<file path="config.mk">
export PLATFORM = sky130hd
export DESIGN_NAME = spi_ctl_top
export DESIGN_NICKNAME = d
export VERILOG_FILES = /design/src/rtl/spi_ctl_pkg.sv /design/src/rtl/spi_ctl_reg.sv /design/src/rtl/spi_ctl_prescaler.sv /design/src/rtl/spi_ctl_irq.sv /design/src/rtl/spi_ctl_pad.sv /design/src/rtl/spi_ctl_top.sv
export SDC_FILE = /design/constraint.sdc
export NUM_CORES = 1
export LEC_CHECK = 0
export BUFFER_PORTS_ARGS = -buffer_cell sky130_fd_sc_hd__clkbuf_2
export CORE_UTILIZATION = 47
export DETAILED_ROUTE_END_ITERATION = 16
export PLACE_DENSITY = 0.76
export SLEW_MARGIN = 0
export SYNTH_ARGS = -nofsm -noshare
export SYNTH_HDL_FRONTEND = slang
export SYNTH_SLANG_ARGS = --single-unit
</file>
<file path="constraint.sdc">
create_clock -name clk_i -period 2.6 [get_ports clk_i]
set_input_delay 0.52 -clock clk_i [delete_from_list [all_inputs] [get_ports clk_i]]
set_output_delay 0.52 -clock clk_i [all_outputs]
set_load 0.01 [all_outputs]
</file>
<file path="src/rtl/spi_ctl_pkg.sv">
package spi_ctl_pkg;
  localparam int RATE_W = 3;
  localparam int REG_W  = 8;
  localparam int CNT_W  = (1 << RATE_W) - 1;

  localparam int BIT_IRQ_EN  = 7;
  localparam int BIT_PORT_EN = 6;
  localparam int BIT_OD_EN   = 5;

  typedef struct packed {
    logic              irq_en;
    logic              port_en;
    logic              od_en;
    logic [RATE_W-1:0] rate;
  } ctl_t;
endpackage

</file>
<file path="src/rtl/spi_ctl_reg.sv">
module spi_ctl_reg
  import spi_ctl_pkg::*;
(
  input  logic             clk_i,
  input  logic             rst_ni,
  input  logic             wr_en_i,
  input  logic [REG_W-1:0] wr_data_i,
  output ctl_t             ctl_o,
  output logic [REG_W-1:0] rd_data_o
);
  ctl_t ctl_q;
  logic unused_wr;

  assign unused_wr = ^wr_data_i[BIT_OD_EN-1:RATE_W];

  always_ff @(posedge clk_i or negedge rst_ni) begin
    if (!rst_ni) begin
      ctl_q <= '0;
    end else if (wr_en_i) begin
      ctl_q.irq_en  <= wr_data_i[BIT_IRQ_EN];
      ctl_q.port_en <= wr_data_i[BIT_PORT_EN];
      ctl_q.od_en   <= wr_data_i[BIT_OD_EN];
      ctl_q.rate    <= wr_data_i[RATE_W-1:0];
    end
  end

  always_comb begin
    rd_data_o                 = '0;
    rd_data_o[BIT_IRQ_EN]     = ctl_q.irq_en;
    rd_data_o[BIT_PORT_EN]    = ctl_q.port_en;
    rd_data_o[BIT_OD_EN]      = ctl_q.od_en;
    rd_data_o[RATE_W-1:0]     = ctl_q.rate;
  end

  assign ctl_o = ctl_q;

  // a write is visible on readback after the edge
  a_r2_write_readback: assert property (@(posedge clk_i) disable iff (!rst_ni)
    wr_en_i |=> (rd_data_o[BIT_IRQ_EN:BIT_OD_EN] == $past(wr_data_i[BIT_IRQ_EN:BIT_OD_EN])) &&
                (rd_data_o[RATE_W-1:0] == $past(wr_data_i[RATE_W-1:0])));
  a_r2_hold: assert property (@(posedge clk_i) disable iff (!rst_ni)
    !wr_en_i |=> $stable(rd_data_o));
endmodule

</file>
<file path="src/rtl/spi_ctl_prescaler.sv">
module spi_ctl_prescaler
  import spi_ctl_pkg::*;
(
  input  logic              clk_i,
  input  logic              rst_ni,
  input  logic              en_i,
  input  logic              restart_i,
  input  logic [RATE_W-1:0] rate_i,
  output logic              tick_o
);
  logic [CNT_W:0]   span;
  logic [CNT_W-1:0] limit;
  logic [CNT_W-1:0] cnt_q;
  logic             at_limit;

  assign span     = (CNT_W+1)'(1) << rate_i;
  assign limit    = CNT_W'(span - (CNT_W+1)'(1));
  assign at_limit = (cnt_q == limit);

  always_ff @(posedge clk_i or negedge rst_ni) begin
    if (!rst_ni) begin
      cnt_q <= '0;
    end else if (!en_i || restart_i || at_limit) begin
      cnt_q <= '0;
    end else begin
      cnt_q <= cnt_q + 1'b1;
    end
  end

  assign tick_o = en_i && at_limit;

  a_r5_no_tick_disabled: assert property (@(posedge clk_i) disable iff (!rst_ni)
    !en_i |-> !tick_o);
  // the cycle after a restart holds a tick only for divide by 1
  a_r4_restart_clears: assert property (@(posedge clk_i) disable iff (!rst_ni)
    (restart_i && en_i && $stable(rate_i) && rate_i != '0) |=> !tick_o);
  a_r3_no_back_to_back: assert property (@(posedge clk_i) disable iff (!rst_ni)
    (tick_o && rate_i != '0 && !restart_i) |=> !tick_o);
endmodule

</file>
<file path="src/rtl/spi_ctl_irq.sv">
module spi_ctl_irq (
  input  logic clk_i,
  input  logic rst_ni,
  input  logic irq_en_i,
  input  logic done_i,
  input  logic fault_i,
  output logic irq_o
);
  logic irq_q;

  always_ff @(posedge clk_i or negedge rst_ni) begin
    if (!rst_ni) irq_q <= 1'b0;
    else         irq_q <= irq_en_i && (done_i || fault_i);
  end

  assign irq_o = irq_q;

  a_r6_raise: assert property (@(posedge clk_i) disable iff (!rst_ni)
    (irq_en_i && (done_i || fault_i)) |=> irq_o);
  a_r7_drop_on_disable: assert property (@(posedge clk_i) disable iff (!rst_ni)
    !irq_en_i |=> !irq_o);
  a_r10_drop_on_clear: assert property (@(posedge clk_i) disable iff (!rst_ni)
    (!done_i && !fault_i) |=> !irq_o);
endmodule

</file>
<file path="src/rtl/spi_ctl_pad.sv">
module spi_ctl_pad #(
  parameter int NUM_PADS = 4
) (
  input  logic                clk_i,
  input  logic                rst_ni,
  input  logic                port_en_i,
  input  logic                od_en_i,
  input  logic [NUM_PADS-1:0] data_i,
  output logic [NUM_PADS-1:0] pad_o,
  output logic [NUM_PADS-1:0] oe_o
);
  for (genvar i = 0; i < NUM_PADS; i++) begin : g_pad
    always_comb begin
      if (!port_en_i) begin
        pad_o[i] = 1'b0;
        oe_o[i]  = 1'b0;
      end else if (od_en_i) begin
        pad_o[i] = 1'b0;
        oe_o[i]  = !data_i[i];
      end else begin
        pad_o[i] = data_i[i];
        oe_o[i]  = 1'b1;
      end
    end

    a_r9_od_never_high: assert property (@(posedge clk_i) disable iff (!rst_ni)
      od_en_i |-> !(oe_o[i] && pad_o[i]));
    a_r5_released_when_off: assert property (@(posedge clk_i) disable iff (!rst_ni)
      !port_en_i |-> !oe_o[i]);
    a_r8_pushpull_drives: assert property (@(posedge clk_i) disable iff (!rst_ni)
      (port_en_i && !od_en_i) |-> oe_o[i]);
  end
endmodule

</file>
<file path="src/rtl/spi_ctl_top.sv">
module spi_ctl_top
  import spi_ctl_pkg::*;
#(
  parameter int NUM_PADS = 4
) (
  input  logic                clk_i,
  input  logic                rst_ni,
  input  logic                wr_en_i,
  input  logic [REG_W-1:0]    wr_data_i,
  output logic [REG_W-1:0]    rd_data_o,
  input  logic                done_flag_i,
  input  logic                fault_flag_i,
  output logic                irq_o,
  output logic                bit_tick_o,
  output logic                port_clk_en_o,
  input  logic [NUM_PADS-1:0] pad_out_i,
  output logic [NUM_PADS-1:0] pad_o,
  output logic [NUM_PADS-1:0] pad_oe_o
);
  ctl_t ctl;

  spi_ctl_reg u_reg (
    .clk_i     (clk_i),
    .rst_ni    (rst_ni),
    .wr_en_i   (wr_en_i),
    .wr_data_i (wr_data_i),
    .ctl_o     (ctl),
    .rd_data_o (rd_data_o)
  );

  spi_ctl_prescaler u_div (
    .clk_i     (clk_i),
    .rst_ni    (rst_ni),
    .en_i      (ctl.port_en),
    .restart_i (wr_en_i),
    .rate_i    (ctl.rate),
    .tick_o    (bit_tick_o)
  );

  spi_ctl_irq u_irq (
    .clk_i    (clk_i),
    .rst_ni   (rst_ni),
    .irq_en_i (ctl.irq_en),
    .done_i   (done_flag_i),
    .fault_i  (fault_flag_i),
    .irq_o    (irq_o)
  );

  spi_ctl_pad #(.NUM_PADS(NUM_PADS)) u_pad (
    .clk_i     (clk_i),
    .rst_ni    (rst_ni),
    .port_en_i (ctl.port_en),
    .od_en_i   (ctl.od_en),
    .data_i    (pad_out_i),
    .pad_o     (pad_o),
    .oe_o      (pad_oe_o)
  );

  assign port_clk_en_o = ctl.port_en;

  a_r5_gate_follows_enable: assert property (@(posedge clk_i) disable iff (!rst_ni)
    !port_clk_en_o |-> (!bit_tick_o && pad_oe_o == '0));
endmodule

</file>
==> impl_metrics.tcl, run 1 <==
set metrics [dict create \
    status "finished clean" \
    cts_max_level 1 \
    p_switching_uw 147.1 \
    yosysWarnings 0 \
    insertion_delay_ps 270 \
    num_io_pins 36 \
    combPwrFrac_pct 23.0 \
    leakage_nw 0.4960 \
    pre_cts_ws_ps 419.7 \
    slew_viol_final 0 \
    worstSetupPathDepth 5 \
    worstPathRequired_ps 2080 \
    syn2layout_area_growth_pct 17.08 \
    gr-total-overflow 0 \
    port_buffers 31 \
    tritoncts.num_buffers 3 \
    syn_avg_cell_area_um2 10.21 \
    fmax_mhz 400.6 \
    worstPathArrival_ps 1980 \
    vias 736 \
    drive_gt1_share_pct 38.79 \
    ys_seq_area_share_pct 38.57 \
    cts.sinks 14 \
    die_h_um 45.96 \
    routabilityCongestion 0.7760 \
    reg2reg_depth 5 \
    cts_tree "built" \
    drc 0 \
    timing.final.crit_period_ps 2496 \
    grt_max_degree 15 \
    finalSetupTns_ps 0 \
    synth_seq_cells 14 \
    crit_family "simple AND/OR/NAND/NOR gates" \
    drv_cap 0 \
    antenna_found_initial 0 \
    path_class "reg2out" \
    hold_buffers 0 \
    p_int_uw 338.7 \
    drtAntennaViolNets 0 \
    dp_cells 138 \
    fp.coreArea_mm2 0.001764 \
    grtUsageTotal_pct 20.15 \
    hold_viol_final 0 \
    cpPeakStageDelay_ps 530 \
    rsz0062_at_grt "false" \
    synth_cell_types 31 \
    crit_buf_inv 1 \
    pwr-share-seq_pct 52.3 \
    rows 15 \
    path_cells "nor4b_4 > o2bb2a_4 > a221oi_4 > and3_1 > clkbuf_2" \
    clockBufferDepth 2 \
    post_cts_buffers 0 \
    drtIter0Drc 7 \
    path_clk_slew_ps 80 \
    detail_route.first_pass.iterations 4 \
    routed_wl_mm 1.826 \
    cts_resized 0 \
    p_per_area_mw_per_mm2 456.8 \
    nNetsFinal 136 \
    fillerInstances 178 \
    wl_per_cell_um 12.95 \
    grt_pass1_vias 668 \
    final_core_util_pct 60.28 \
    crit_slowest_cell "dfrtp_1" \
    dp_hpwl_mm 1.410 \
    critPathLaunchType "register" \
    setup_ws_ps 103.7 \
    vias_per_cell 5.220 \
    antenna_cells 0 \
    worstPathMaxFanout 11 \
    hold_class "in2async" \
    die-width_um 45.96 \
    fin_crit_sh_pct 96.01 \
    initial_utilization_pct 51.49 \
    pwr-share-clk_pct 24.7 \
    cts.root.buffer_cell "clkbuf_4" \
    syn_area_um2 908.4 \
    dieArea_mm2 0.002112 \
    vdd_drop_max_mv 0.3729 \
    endpoint_kind "output pin" \
    setup_violations 0 \
    switching_share_pct 30.28 \
    syn_inst 89 \
    finClkSkew_ps 1.014 \
    final_cells 141 \
    power.total_uw 485.8 \
    grt_pass1_wl_mm 2.891 \
]
==> layout make-up <==
type / count / area [um^2] / share of cell area, %
clock buffer: 3 / 22.52 / 2.118
inverter: 1 / 3.754 / 0.3529
multi-input combinational: 65 / 485.5 / 45.65
sequential: 14 / 350.3 / 32.94
tap: 25 / 31.28 / 2.941
timing repair buffer: 33 / 170.2 / 16.00
==> power by group through the flow <==
stage               Sequential, mW  Clock (mW)  Combinational, mW
floorplan                    0.251           0             0.0854
detailed placement           0.259           0              0.112
finish                       0.254       0.120              0.112
global placement             0.257           0              0.109
global route                 0.257       0.137              0.122
CTS                          0.255       0.124              0.113
==> final timing paths <==
check                      slack (ps)                    endpoint                  startpoint
max                               100                  bit_tick_o  u_reg.ctl_o[1]$_DFFE_PN0P_
min                               130    u_div.cnt_q[3]$_DFF_PN0_                      rst_ni
max reg2reg                       830    u_div.cnt_q[0]$_DFF_PN0_  u_reg.ctl_o[2]$_DFFE_PN0P_
min reg2reg                       530       u_irq.irq_o$_DFF_PN0_  u_reg.ctl_o[5]$_DFFE_PN0P_
max in group asynchronous        2220    u_div.cnt_q[1]$_DFF_PN0_                      rst_ni
min in group clk_i                440  u_reg.ctl_o[4]$_DFFE_PN0P_                wr_data_i[6]
==> cells in the mapped netlist <==
| master | instances | area share, % |
|---|---|---|
| dfrtp_1 | 14 | 39 |
| nand2_1 | 9 | 3.7 |
| a211oi_1 | 7 | 5.8 |
| a21boi_0 | 5 | 4.1 |
| buf_4 | 5 | 4.1 |
| mux2_2 | 5 | 6.2 |
| nor2_1 | 5 | 2.1 |
| and2_1 | 4 | 2.8 |
| nand3_1 | 3 | 1.7 |
| xnor2_1 | 3 | 2.9 |
| xor2_1 | 3 | 2.9 |
| buf_6 | 2 | 2.5 |
| clkbuf_1 | 2 | 0.83 |
| nand2b_1 | 2 | 1.4 |
| nor2b_1 | 2 | 1.4 |
| o21ai_0 | 2 | 1.1 |
| or3_1 | 2 | 1.4 |
| a221oi_4 | 1 | 2.9 |
| a31oi_1 | 1 | 0.69 |
| and3_1 | 1 | 0.69 |
| and4_4 | 1 | 1.2 |
| buf_2 | 1 | 0.55 |
| conb_1 | 1 | 0.41 |
| ha_1 | 1 | 1.4 |
| inv_1 | 1 | 0.41 |
| nand3b_1 | 1 | 0.83 |
| nor4b_1 | 1 | 0.96 |
| nor4b_4 | 1 | 2.6 |
| o21a_1 | 1 | 0.83 |
| o2bb2a_4 | 1 | 2.2 |
| o31a_1 | 1 | 0.96 |
==> cells by family (layout without fill, tap and decap cells) <==
| logic type | Yosys count | after routing | share of synthesized area, % |
|---|---|---|---|
| buffers and inverters | 11 | 37 | 8.402 |
| and+or+nand+nor | 32 | 32 | 20.66 |
| DFF | 14 | 14 | 38.57 |
| adders and majority gates | 1 | 1 | 1.377 |
| other | 1 | 2 | 0.4128 |
| muxes | 5 | 5 | 6.198 |
| xor gates and xnor gates | 6 | 6 | 5.786 |
| AOI/OAI and AO/OA | 19 | 19 | 18.60 |
==> through the flow <==
| stage | cell area (um^2) | hold slack, ps |
|---|---|---|
| 2_1_floorplan | 912.1 | 224.4 |
| 3_3_place_gp | 1041 | 440.1 |
| 3_5_place_dp | 1041 | 444.5 |
| 4_1_cts | 1064 | 141.3 |
| 5_1_grt | 1064 | 141.5 |
| 6_report | 1064 | 131.2 |
==> cells in the final DEF, fill, tap and decap left out, types with 2 or more instances in the layout <==
cell type / n
dfrtp_1: 14
clkbuf_2: 31
a21boi_0: 5
xor2_1: 3
buf_4: 2
nor2_1: 5
nand2b_1: 2
or3_1: 2
xnor2_1: 3
clkbuf_4: 3
mux2_2: 5
o21ai_0: 2
nand2_1: 9
conb_1: 2
and2_1: 4
nor2b_1: 2
a211oi_1: 7
nand3_1: 3
==> flip-flops by register name, indices dropped and copies added (netlist names) <==
| signal | count |
|---|---|
| u_reg.ctl_o | 6 |
| u_div.cnt_q | 7 |
| u_irq.irq_o | 1 |
==> routing by layer <==
metal / part of all wire (%) / wire length (um) / global-route usage [%] / vias up
li1: - / - / - / 362
met3: 3.8 / 69 / 6.349 / 4
met5: 0 / 0 / 0 / -
met2: 53 / 966 / 36.06 / 18
met4: 1.3 / 23 / 8.824 / 0
met1: 42 / 766 / 21.29 / 352
No activity file was read; power rests on OpenSTA's default activity.
==> run 2, diff against run 1 <==
--- a/config.mk
+++ b/config.mk
@@ -8,7 +8,7 @@
 export BUFFER_PORTS_ARGS = -buffer_cell sky130_fd_sc_hd__clkbuf_2
 export CORE_UTILIZATION = 47
 export DETAILED_ROUTE_END_ITERATION = 16
-export PLACE_DENSITY = 0.76
+export PLACE_DENSITY = 0.78
 export SLEW_MARGIN = 0
 export SYNTH_ARGS = -nofsm -noshare
 export SYNTH_HDL_FRONTEND = slang
==> run 2 against run 1 <==
Compared with the run above: total power grew 6.5%; setup slack gained 15 ps; sequential power is essentially flat; critical path depth is the same; clock skew grew 1.7 ps; count of clock-buffer cells in the layout grew 1; register-to-register slack is essentially flat; sequential cell count is the same; global-route usage shrank 0.36 points; first-iteration DRC count grew to 3.3 times the previous value; largest power group unchanged.
==> impl_metrics.tcl, run 2 (same netlist as run 1, synthesis figures left out) <==
set metrics [dict create \
    hold_viol_final 0 \
    drc 0 \
    cts_resized 0 \
    grtUsageTotal_pct 19.79 \
    combPwrFrac_pct 20.9 \
    path_clk_slew_ps 80 \
    routed_wl_mm 1.692 \
    drtIter0Drc 23 \
    hold_ws_ps 125.6 \
    grt_pass1_vias 685 \
    worstPathMaxFanout 11 \
    grt_max_degree 15 \
    gr-total-overflow 0 \
    final_area_mm2 0.001071 \
    detail_route.first_pass.iterations 4 \
    num_io_pins 36 \
    slew_viol_final 0 \
    fin_crit_sh_pct 95.43 \
    vias 749 \
    antenna_found_initial 0 \
    die-width_um 45.96 \
    finalSetupTns_ps 0 \
    tritoncts.num_buffers 3 \
    rr_startpoint "u_reg.ctl_o[1]$_DFFE_PN0P_" \
    cts_tree "built" \
    reg2reg_depth 5 \
    endpoint_kind "output pin" \
    critPathLaunchType "register" \
    switching_share_pct 28.79 \
    leakage_nw 0.4970 \
    layout_common_cells "31 x clkbuf_2, 13 x dfrtp_1, 9 x nand2_1" \
    antenna_cells 0 \
    vias_per_cell 5.312 \
    nNetsFinal 135 \
    cts.root.buffer_cell "clkbuf_4" \
    die_h_um 45.96 \
    power.total_uw 517.6 \
    status "finished clean" \
    post_cts_buffers 0 \
    pwr-share-seq_pct 49.3 \
    rows 15 \
    routabilityCongestion 0.7832 \
    finClkSkew_ps 2.760 \
    p_per_area_mw_per_mm2 483.3 \
    clockBufferDepth 2 \
    syn2layout_area_growth_pct 17.91 \
    hold_class "in2async" \
    regMostFlops "u_div.cnt_q" \
    worstPathArrival_ps 1960 \
    dieArea_mm2 0.002112 \
    rsz0062_at_grt "false" \
    timing.final.crit_period_ps 2481 \
    post_dp_cell_area_mm2 0.001033 \
    final_common_cell "clkbuf_2" \
    initial_utilization_pct 51.49 \
    drtAntennaViolNets 0 \
    grt_pass1_wl_mm 2.932 \
    rrSetupSlack_ps 840 \
    wl_per_cell_um 12.00 \
    path_class "reg2out" \
    dp_hpwl_mm 1.312 \
    largest_register_ffs 7 \
    drive_gt1_share_pct 39.66 \
    fp.coreArea_mm2 0.001764 \
    drv_cap 0 \
    hold_buffers 0 \
    port_buffers 31 \
    worstPathRequired_ps 2080 \
    r2r-end "u_div.cnt_q[3]$_DFF_PN0_" \
    fmax_mhz 403.0 \
    cts_max_level 1 \
    pwr-share-clk_pct 29.8 \
    final_core_util_pct 60.71 \
    p_switching_uw 149.0 \
    setup_violations 0 \
    cts.sinks 14 \
    p_int_uw 368.6 \
    vdd_drop_max_mv 0.2572 \
    insertion_delay_ps 280 \
]
==> run 2: changes by cell type in the layout (fill, tap and decap cells not counted) <==
cell / delta
buf_4: -1
clkbuf_8: +1
dfrtp_1: -1
dfrtp_2: +1
==> run 2: stage by stage <==
stage / worst slack [ps] / instances
floorplan: 450.7 / 90
global placement: 433.0 / 137
detailed placement: 416.5 / 137
CTS: 90.86 / 141
global route: 5.753 / 141
finish: 118.8 / 141
==> run 2: worst max-delay path by stage <==
stage                               startpoint          to  slack, ps
floorplan           u_reg.ctl_o[1]$_DFFE_PN0P_  bit_tick_o        450
global placement    u_reg.ctl_o[2]$_DFFE_PN0P_  bit_tick_o        430
detailed placement  u_reg.ctl_o[1]$_DFFE_PN0P_  bit_tick_o        420
CTS                 u_reg.ctl_o[2]$_DFFE_PN0P_  bit_tick_o         90
global route        u_reg.ctl_o[1]$_DFFE_PN0P_  bit_tick_o          6
finish              u_reg.ctl_o[1]$_DFFE_PN0P_  bit_tick_o        120
==> run 2: layout make-up <==
class                           instances  area [um^2]
Inverter                                1        3.754
Fill cell                             178        693.2
Multi-Input combinational cell         65        485.5
Timing Repair Buffer                   32        162.7
Clock buffer                            4        36.28
Sequential cell                        14        351.6
Tap cell                               25        31.28
==> run 2: power by group through the flow <==
stage | registers [mW] | logic (mW) | clock network, mW
3_5_place_dp | 0.259 | 0.109 | 0
5_1_grt | 0.258 | 0.120 | 0.168
2_1_floorplan | 0.251 | 0.0854 | 0
6_report | 0.255 | 0.108 | 0.154
4_1_cts | 0.255 | 0.109 | 0.160
3_3_place_gp | 0.258 | 0.106 | 0
==> run 2: routing by layer <==
metal	global-route usage, %	share of wire (%)	up-vias
met3	2.381	3.4	4
met2	32.96	51	19
met4	10.59	1.5	0
li1	-	-	359
met1	24.69	44	367
met5	0	0	-
==> run 2: worst max-delay path: stages, from the launching register on <==
cell      delay (ps)
dfrtp_1          530
nor4b_4          340
o2bb2a_4         190
a221oi_4         290
and3_1           200
clkbuf_2         130
==> run 3, diff against run 2 <==
--- a/config.mk
+++ b/config.mk
@@ -6,10 +6,11 @@
 export NUM_CORES = 1
 export LEC_CHECK = 0
 export BUFFER_PORTS_ARGS = -buffer_cell sky130_fd_sc_hd__clkbuf_2
-export CORE_UTILIZATION = 47
+export CORE_UTILIZATION = 48
 export DETAILED_ROUTE_END_ITERATION = 16
-export PLACE_DENSITY = 0.78
+export PLACE_DENSITY = 0.79
 export SLEW_MARGIN = 0
 export SYNTH_ARGS = -nofsm -noshare
 export SYNTH_HDL_FRONTEND = slang
+export SYNTH_HIERARCHICAL = 1
 export SYNTH_SLANG_ARGS = --single-unit
==> run 3 against run 2 <==
Compared with the run above: first-iteration DRC count decreased by 61%; highest routed layer unchanged; wire length increased by 7.0%; sequential cell count unchanged; global-route usage decreased by 0.79 points; non-clock buffer count increased by 1; cell area increased by 1.6%; largest cell class unchanged.
==> impl_metrics.tcl, run 3 <==
set metrics [dict create \
    status "finished clean" \
    tritoncts.num_buffers 3 \
    worstPathMaxFanout 11 \
    cts_max_level 1 \
    drive_gt1_share_pct 44.35 \
    timing.final.crit_period_ps 2477 \
    hold_buffers 0 \
    fmax_mhz 403.8 \
    syn_inst 89 \
    die-width_um 46.36 \
    insertion_delay_ps 270 \
    crit_buf_inv 1 \
    grt_pass1_vias 652 \
    num_io_pins 36 \
    cts.sinks 14 \
    crit_start "u_reg/ctl_o[1]$_DFFE_PN0P_" \
    crit_path_end "bit_tick_o" \
    rr_startpoint "u_reg/ctl_o[1]$_DFFE_PN0P_" \
    hold_class "in2async" \
    power.total_uw 496.9 \
    routabilityCongestion 0.8320 \
    grtUsageTotal_pct 18.99 \
    synthFlopType "dfrtp_1" \
    largest_register_ffs 7 \
    ys_seq_area_share_pct 37.09 \
    cts_tree "built" \
    syn_area_um2 944.7 \
    netlist_top_cells_count "14 x dfrtp_1, 9 x buf_4, 7 x a211oi_1, 6 x mux2_4" \
    post_cts_buffers 0 \
    worstPathArrival_ps 1960 \
    grt_pass1_wl_mm 2.808 \
    rsz0062_at_grt "false" \
    rrSetupSlack_ps 810 \
    path_clk_slew_ps 80 \
    vias 761 \
    synth_seq_cells 14 \
    final_core_util_pct 61.05 \
    routed_wl_mm 1.811 \
    layout_common_cells "31 x clkbuf_2, 14 x dfrtp_1, 7 x a211oi_1" \
    syn2layout_area_growth_pct 15.23 \
    synth_area_leader_cell "dfrtp_1" \
    rows 15 \
    die_h_um 46.36 \
    dp_hpwl_mm 1.397 \
    hold_ws_ps 135.6 \
    clockBufferDepth 2 \
    finClkSkew_ps 3.773 \
    detail_route.first_pass.iterations 4 \
    critPathLaunchType "register" \
    endpoint_kind "output pin" \
    leakage_nw 0.5166 \
    worstSetupPathDepth 5 \
    antenna_cells 0 \
    cpPeakStageDelay_ps 540 \
    yosysWarnings 6 \
    synth_async_sr_flop_share_pct 100.0 \
    port_buffers 31 \
    setup_violations 0 \
    drtIter0Drc 9 \
    synth_top_area_share_pct 37.09 \
    drtAntennaViolNets 0 \
    initial_utilization_pct 52.98 \
    path_cells "nand2_1 > or3_4 > a221oi_4 > and3_1 > clkbuf_2" \
    regMostFlops "u_div/cnt_q" \
    r2r-end "u_div/cnt_q[5]$_DFF_PN0_" \
    syn_avg_cell_area_um2 10.61 \
    gr-total-overflow 0 \
    synth_most_common_cell "dfrtp_1" \
    fp.coreArea_mm2 0.001783 \
    hold_viol_final 0 \
    slew_viol_final 0 \
    drv_cap 0 \
    vias_per_cell 5.436 \
    cts.root.buffer_cell "clkbuf_4" \
    crit_slowest_cell "dfrtp_1" \
    drc 0 \
    final_area_mm2 0.001089 \
    finalSetupTns_ps 0 \
    synth_cell_types 34 \
    path_class "reg2out" \
    antenna_found_initial 0 \
    worstPathRequired_ps 2080 \
    dieArea_mm2 0.002149 \
    p_per_area_mw_per_mm2 456.5 \
    final_common_cell "clkbuf_2" \
    reg2reg_depth 5 \
    vdd_drop_max_mv 0.2699 \
    cts_resized 0 \
    fin_crit_sh_pct 95.25 \
    grt_max_degree 15 \
    synth_edf_count 0 \
    wl_per_cell_um 12.94 \
    synth_area_leaders "dfrtp_1 37%, mux2_4 9.5%, buf_4 7.2%, a211oi_1 5.6%, and3b_2 4.2%" \
    nNetsFinal 135 \
    post_dp_cell_area_mm2 0.001066 \
    crit_family "simple AND/OR/NAND/NOR gates" \
]
## run 3: changes by cell type in the layout (fill, tap and decap cells not counted), sizes merged, moves of 2 or more
| cell | before | now |
|---|---|---|
| nand2 | 9 | 4 |
| nand2b | 2 | 4 |
| and2 | 4 | 0 |
| xor2 | 3 | 1 |
| and3b | 0 | 5 |
| inv | 1 | 4 |
| nor4b | 2 | 0 |
| o2111ai | 0 | 2 |
## run 3: layer usage
metal  share of wire [%]  routed length, um  vias to the layer above  track usage [%]
met5                   0                  0                        -                0
met4                 1.5                 27                        0            12.35
met3                 3.6                 65                        2            3.529
met2                  51                931                       26            31.39
met1                  43                786                      364            22.09
li1                    -                  -                      369                -
## run 3: power by group
group | leakage [nW] | internal, mW | total (mW) | switching (mW)
logic | 0.324 | 0.0640 | 0.124 | 0.0601
registers | 0.179 | 0.230 | 0.256 | 0.0259
clock network | 0.0138 | 0.0535 | 0.116 | 0.0629
## run 3: cell type report
class / count / area [um^2]
fill: 144 / 694.4
multi-input combinational: 61 / 499.2
sequential: 14 / 350.3
timing repair buffer: 33 / 170.2
tap: 25 / 31.28
clock buffer: 3 / 22.52
inverter: 4 / 15.01
## run 3: logic make-up (layout without fill, tap and decap cells)
logic type                 count (synthesis)  after routing  synth area share [%]
and+or+nand+nor                           26             26                 17.09
adders and majority gates                  1              1                 1.324
xor gates and xnor gates                   5              5                 4.636
AOI/OAI and AO/OA                         21             21                 19.47
buffers and inverters                     15             40                 10.46
DFF                                       14             14                 37.09
other                                      1              2                0.3970
muxes                                      6              6                 9.537
## run 3: how the worst min path moves through the flow
stage	end	slack, ps	depth (start not counted)
after floorplan	u_div/cnt_q[0]$_DFF_PN0_	220	0
after global placement	u_div/cnt_q[1]$_DFF_PN0_	430	1
after detailed placement	u_div/cnt_q[1]$_DFF_PN0_	440	1
after CTS	u_irq/irq_o$_DFF_PN0_	140	1
after global routing	u_irq/irq_o$_DFF_PN0_	140	1
final	u_irq/irq_o$_DFF_PN0_	140	1
## run 3: through the flow
| stage | setup slack (ps) | instances |
|---|---|---|
| finish | 123.4 | 140 |
| global route | 8.663 | 140 |
| CTS | 113.7 | 140 |
| detailed placement | 429.9 | 137 |
| global placement | 500.0 | 137 |
| floorplan | 534.9 | 90 |
